**src/rtl/wmon_pkg.sv**
```systemverilog
// Shared types for the serial word monitor.
// Assumes: nothing beyond IEEE 1800-2017.
package wmon_pkg;
    typedef enum logic [1:0] {
        ST_IDLE  = 2'd0,
        ST_FETCH = 2'd1,
        ST_CAPT  = 2'd2,
        ST_SEND  = 2'd3
    } wmon_state_e;
endpackage

```
**src/rtl/wmon_ctrl.sv**
```systemverilog
// Burst sequencer: waits for a pass start, fetches each word one cycle
// ahead of its frame, and counts frame bits and word slots.
// Assumes: the read port returns data exactly one cycle after the strobe.
module wmon_ctrl
    import wmon_pkg::*;
#(
    parameter int NUM_WORDS = 4,
    parameter int FRAME_LEN = 35,
    localparam int IDX_W    = (NUM_WORDS > 1) ? $clog2(NUM_WORDS) : 1,
    localparam int CNT_W    = $clog2(FRAME_LEN)
) (
    input  logic             clk,
    input  logic             rst_n,
    input  logic             start_i,
    input  logic             en_i,
    output logic             rd_en_o,
    output logic [IDX_W-1:0] rd_idx_o,
    output logic             load_o,
    output logic             shift_o,
    output logic             active_o
);
    localparam logic [CNT_W-1:0] LAST_BIT  = CNT_W'(FRAME_LEN - 1);
    localparam logic [CNT_W-1:0] FETCH_BIT = CNT_W'(FRAME_LEN - 2);
    localparam logic [IDX_W-1:0] LAST_IDX  = IDX_W'(NUM_WORDS - 1);

    wmon_state_e      state;
    logic [CNT_W-1:0] bit_cnt;
    logic [IDX_W-1:0] idx;
    logic             more_words;

    assign more_words = (idx != LAST_IDX);

    // Purpose: advance the burst state, bit counter and word slot.
    always_ff @(posedge clk) begin
        if (!rst_n || !en_i) begin
            state   <= ST_IDLE;
            bit_cnt <= '0;
            idx     <= '0;
        end else begin
            unique case (state)
                ST_IDLE: if (start_i) begin
                    state <= ST_FETCH;
                    idx   <= '0;
                end
                ST_FETCH: state <= ST_CAPT;
                ST_CAPT: begin
                    state   <= ST_SEND;
                    bit_cnt <= '0;
                end
                ST_SEND: begin
                    if (bit_cnt == LAST_BIT) begin
                        bit_cnt <= '0;
                        if (more_words) idx   <= idx + 1'b1;
                        else            state <= ST_IDLE;
                    end else begin
                        bit_cnt <= bit_cnt + 1'b1;
                    end
                end
                default: state <= ST_IDLE;
            endcase
        end
    end

    // Purpose: derive read strobe, slot select and shifter commands.
    always_comb begin
        rd_en_o  = en_i && ((state == ST_FETCH) ||
                   (state == ST_SEND && bit_cnt == FETCH_BIT && more_words));
        rd_idx_o = (state == ST_SEND) ? idx + 1'b1 : idx;
        load_o   = en_i && ((state == ST_CAPT) ||
                   (state == ST_SEND && bit_cnt == LAST_BIT && more_words));
        shift_o  = (state == ST_SEND);
        active_o = (state == ST_SEND);
    end
endmodule

```
**src/rtl/wmon_addr_sel.sv**
```systemverilog
// Address selector: picks the address register of the slot being fetched.
// Assumes: slot index is always below NUM_WORDS.
module wmon_addr_sel #(
    parameter int NUM_WORDS = 4,
    parameter int ADDR_W    = 8,
    localparam int IDX_W    = (NUM_WORDS > 1) ? $clog2(NUM_WORDS) : 1
) (
    input  logic [NUM_WORDS*ADDR_W-1:0] addr_tab_i,
    input  logic [IDX_W-1:0]            idx_i,
    output logic [ADDR_W-1:0]           addr_o
);
    logic [NUM_WORDS-1:0][ADDR_W-1:0] term;

    for (genvar g = 0; g < NUM_WORDS; g++) begin : g_slot
        // Purpose: pass slot g's address only when it is selected.
        assign term[g] = (idx_i == IDX_W'(g)) ? addr_tab_i[g*ADDR_W +: ADDR_W] : '0;
    end

    // Purpose: OR the one-hot-selected terms together.
    always_comb begin
        addr_o = '0;
        for (int i = 0; i < NUM_WORDS; i++) addr_o = addr_o | term[i];
    end
endmodule

```
**src/rtl/wmon_shifter.sv**
```systemverilog
// Frame shifter: loads flag, data word and trailing zeros, then shifts
// them out MSB first, one bit per clock.
// Assumes: load and shift are never requested in a way that needs both.
module wmon_shifter #(
    parameter int DATA_W    = 32,
    parameter int TAIL_BITS = 2,
    localparam int FRAME_LEN = 1 + DATA_W + TAIL_BITS
) (
    input  logic              clk,
    input  logic              rst_n,
    input  logic              load_i,
    input  logic              shift_i,
    input  logic [DATA_W-1:0] data_i,
    output logic              bit_o
);
    logic [FRAME_LEN-1:0] shreg;

    // Purpose: hold the frame being sent; load wins over shift.
    always_ff @(posedge clk) begin
        if (!rst_n)       shreg <= '0;
        else if (load_i)  shreg <= {1'b1, data_i, {TAIL_BITS{1'b0}}};
        else if (shift_i) shreg <= {shreg[FRAME_LEN-2:0], 1'b0};
    end

    assign bit_o = shreg[FRAME_LEN-1];
endmodule

```
**src/rtl/word_monitor.sv**
```systemverilog
// Serial word monitor top: on each pass start, reads four selected words
// and sends them as flagged frames on one data line, with a gated clock.
// Assumes: synchronous memory with one cycle read latency.
module word_monitor #(
    parameter int ADDR_W    = 8,
    parameter int DATA_W    = 32,
    parameter int NUM_WORDS = 4,
    parameter int TAIL_BITS = 2
) (
    input  logic                        clk,
    input  logic                        rst_n,
    input  logic                        pass_start_i,
    input  logic                        mon_en_i,
    input  logic                        clk_out_en_i,
    input  logic [NUM_WORDS*ADDR_W-1:0] sel_addr_i,
    output logic                        mem_rd_en_o,
    output logic [ADDR_W-1:0]           mem_rd_addr_o,
    input  logic [DATA_W-1:0]           mem_rd_data_i,
    output logic                        ser_data_o,
    output logic                        ser_clk_o
);
    localparam int FRAME_LEN = 1 + DATA_W + TAIL_BITS;
    localparam int IDX_W     = (NUM_WORDS > 1) ? $clog2(NUM_WORDS) : 1;

    logic             load;
    logic             shift;
    logic             burst_active;
    logic             shreg_bit;
    logic [IDX_W-1:0] rd_idx;

    wmon_ctrl #(.NUM_WORDS(NUM_WORDS), .FRAME_LEN(FRAME_LEN)) ctrl_i (
        .clk      (clk),
        .rst_n    (rst_n),
        .start_i  (pass_start_i),
        .en_i     (mon_en_i),
        .rd_en_o  (mem_rd_en_o),
        .rd_idx_o (rd_idx),
        .load_o   (load),
        .shift_o  (shift),
        .active_o (burst_active)
    );

    wmon_addr_sel #(.NUM_WORDS(NUM_WORDS), .ADDR_W(ADDR_W)) sel_i (
        .addr_tab_i (sel_addr_i),
        .idx_i      (rd_idx),
        .addr_o     (mem_rd_addr_o)
    );

    wmon_shifter #(.DATA_W(DATA_W), .TAIL_BITS(TAIL_BITS)) shf_i (
        .clk     (clk),
        .rst_n   (rst_n),
        .load_i  (load),
        .shift_i (shift),
        .data_i  (mem_rd_data_i),
        .bit_o   (shreg_bit)
    );

    // Purpose: line low outside frames and the instant enable drops.
    assign ser_data_o = burst_active && mon_en_i && shreg_bit;

    // Purpose: clock copy for the pin, held low when not enabled.
    assign ser_clk_o = clk & clk_out_en_i;
endmodule

```
**config.mk**
```make
export PLATFORM = sky130hd
export DESIGN_NAME = word_monitor
export DESIGN_NICKNAME = d
export VERILOG_FILES = /design/src/rtl/wmon_pkg.sv /design/src/rtl/wmon_ctrl.sv /design/src/rtl/wmon_addr_sel.sv /design/src/rtl/wmon_shifter.sv /design/src/rtl/word_monitor.sv
export SDC_FILE = /design/constraint.sdc
export NUM_CORES = 1
export LEC_CHECK = 0
export ABC_AREA = 0
export ABC_CLOCK_PERIOD_IN_PS = 2100
export CORE_MARGIN = 5
export CORE_UTILIZATION = 55
export DETAILED_ROUTE_END_ITERATION = 8
export DONT_BUFFER_PORTS = 1
export PLACE_DENSITY = 0.73
export REMOVE_ABC_BUFFERS = 1
export SYNTH_ARGS = -nofsm -noshare
export SYNTH_HDL_FRONTEND = slang
export SYNTH_SLANG_ARGS = --single-unit
```
**constraint.sdc**
```tcl
create_clock -name clk -period 2.1 [get_ports clk]
set_input_delay 0.42 -clock clk [delete_from_list [all_inputs] [get_ports clk]]
set_output_delay 0.42 -clock clk [all_outputs]
set_load 0.02 [all_outputs]
```
==> impl_results.md <==
- First-pass GRT wire length: 8.37 mm
- Worst rel slew slack: 0.640
- Fin crit period: 2300 ps
- Routed wire per std cell: ~17 um
- Std cell rows: 24
- Pwr Density: 605 nW/um2
- # fillers: roughly 370
- DRC Markers: 0
- Top-count cell post-synth: dfxtp_1
- Worst-path cell chain: ha_4, ha_4, buf_12, mux4_2
- Max Clock Skew: 3.58 ps
- TritonCTS clock tree: built
- Mapped Avg Cell Area: slightly above 10 um2
- Yosys warnings: 0
- Most numerous cell on the critical path: ha_4
- Share of post-route cells with drive strength above 1: 0.194
- Register area share after synthesis: 0.355
- Total inserted antenna cells: 0
- Worst hold-check path type: primary input to flip-flop
- Max Cap Violations: 0
- Ports: 80
- Synth area leader: dfxtp_1
- Reg area: around 860 um2
- Crit start category: flip-flop
- # hold bufs at CTS: 0
- Slowest cell on crit path: mux4_2
- Final Max Tran Viols: 0
- Tot GR Track Use: 0.178
- Worst skew pair latency: roughly 400 ps
- FF+latch count, synth: 43
- Synth top area cells: dfxtp_1 (36%), mux2i_1 (14%), o211a_1 (13%), mux4_2 (7.4%), nand2_1 (5.7%)
- DR iter-0 viols: 101
- Largest stage delay, worst path: between 500 and 600 ps
- Clock Pin Slew Worst Setup and Hold Paths: 80 ps
- Largest delay contributor family on the critical path: multiplexers
- Commonest cells post-synth: dfxtp_1 (43), nand2_1 (37), mux2i_1 (33)
- Mapped Cells: ~240
- Gr ovfl total: 0
- Placed Instance Area: roughly 2500 um2
- Largest net degree at the start of global routing: 46
- Distinct cells, synth: 45
- Ys async rst share: 0
- Number of enable flip-flop cells after synthesis: 0
- Area of the multi-input gates: 1510 um2
- Period utilization: 1.10
- Critical path buffers and inverters: 1
- DR pass1 iterations: 6
- Unrepaired setup endpoints after global routing: yes
- Detail Placement HPWL: 3.57 mm
- Top_reg_cell synth: dfxtp_1
- Worst Path Arrival: 1880 ps
- DIE WIDTH: between 70 and 80 um
- WHS: 145 ps
- Post-Syn Area: 2420 um2
- Fin. Hold Viols: 0
- Number of global-route vias before repair: 1804
- Vias per cell: between 6 and 7
- Status: finished, violations left
- Die Ht: 76.4 um
- Type of the worst setup path: flip-flop to output pin
- Failing checks: setup timing
- Initial antenna violation count: 0
- Post-DRT Antenna Nets: 0
- Overall via count from detail_route: 1846
- P&R area growth vs syn: 13.2%
- Critical path peak fanout: 6
- Leak Pwr: ~1.4 nW
- Dpl ws: about 110 ps
- Final design instance area without fill: approximately 2700 um2
- IO Port Bufs: 0
- Fin nets: 325
- Share of the synthesized area in the top cell type: 0.355
- F_max: roughly 430 MHz
- Final wirelength: roughly 5.0 mm
- Setup-failing EPs final: 9
- Initial Util: 0.560
- Critical path required time: roughly 1700 ps
- Setup crit end kind: output pin
- Worst setup margin: -202 ps
- CORE AREA: 4320 um2
- Worst Max-Slew Pin Slew: 539 ps
- Total die area: 5830 um2
- VDD IR-drop max: 0.595 mV
- Placer Congestion: 0.783
-- final timing paths --
path / from / end / slack (ps) / cells past startpoint
max reg2reg: ctrl_i.state[1]$_SDFFE_PP0P_ / shf_i.shreg[10]$_SDFFE_PN0P_ / 240 / 8
max: ctrl_i.state[1]$_SDFFE_PP0P_ / mem_rd_addr_o[2] / -200 / 4
min reg2reg: shf_i.shreg[2]$_SDFFE_PN0P_ / shf_i.shreg[2]$_SDFFE_PN0P_ / 480 / 2
min: rst_n / shf_i.shreg[5]$_SDFFE_PN0P_ / 150 / 1
-- worst register-to-register path, stage by stage, from the launching register on --
cell     delay (ps)
dfxtp_2         340
ha_4            170
buf_4           160
buf_6           180
and4b_1         200
a22oi_2         230
buf_4           280
nand2_1          80
o211a_1         120
-- area by class of cell --
class                      instances  share of cell area
clock buffer                      11              0.0515
inverter                           7             0.00958
multi-input combinational        171               0.549
sequential                        43               0.315
tap                               52              0.0237
timing repair buffer              15              0.0515
-- flip-flops by register name, indices dropped and copies added (netlist names) --
name / cells
shf_i.shreg: 33
ctrl_i.bit_cnt: 6
ctrl_i.idx: 2
ctrl_i.state: 2
-- repair_timing --
item / in CTS / in global routing
resized for setup: 10 / 0
buffers inserted: 2 / 1
pin swaps: 3 / 3
endpoints found under the hold margin: 0 / 0
setup endpoints to repair: 10 / 10
-- stage by stage --
| stage | power [W] | setup TNS [ps] | std cells | utilization |
|---|---|---|---|---|
| 6_report | 0.00166 | -1610 | 299 | 0.635 |
| 3_5_place_dp | 0.000968 | 0 | 285 | 0.586 |
| 5_1_grt | 0.00174 | -2030 | 299 | 0.635 |
| 2_1_floorplan | 0.000952 | -92350 | 221 | - |
| 4_1_cts | 0.00169 | -1670 | 298 | 0.633 |
| 3_3_place_gp | 0.000966 | 0 | 285 | 0.586 |
-- where the power goes --
group / total [W] / switching (W) / internal (W)
combinational: 0.0000972 / 0.0000517 / 0.0000455
clock: 0.000731 / 0.000305 / 0.000426
sequential: 0.000833 / 0.00000646 / 0.000826
-- placed cells by master, fill, tap and decap left out, drive strengths merged, types with 4 or more instances in the layout --
cell type	instances
a21oi	4
buf	15
clkbuf	11
dfxtp	43
ha	10
inv	7
mux2i	33
mux4	8
nand2	37
nand3	5
nor2	5
o211a	31
-- kinds of logic (layout without fill, tap and decap cells) --
| family | after synthesis | in the layout | share of synthesized area |
|---|---|---|---|
| DFF | 43 | 43 | 0.355 |
| muxes | 41 | 41 | 0.211 |
| AOI/OAI and AO/OA | 54 | 54 | 0.198 |
| and+or+nand+nor | 66 | 66 | 0.141 |
| buffers and inverters | 25 | 33 | 0.0434 |
| adders and majority gates | 10 | 10 | 0.0516 |
-- metal layers --
| layer | wire (um) | vias up | GRT usage |
|---|---|---|---|
| li1 | - | 908 | - |
| met2 | 2260 | 66 | 0.254 |
| met1 | 2290 | 858 | 0.229 |
| met3 | 365 | 14 | 0.0662 |
| met4 | 129 | 0 | 0.0997 |
| met5 | 0 | - | 0 |
Note: power is estimated with default switching activity, not from simulation.
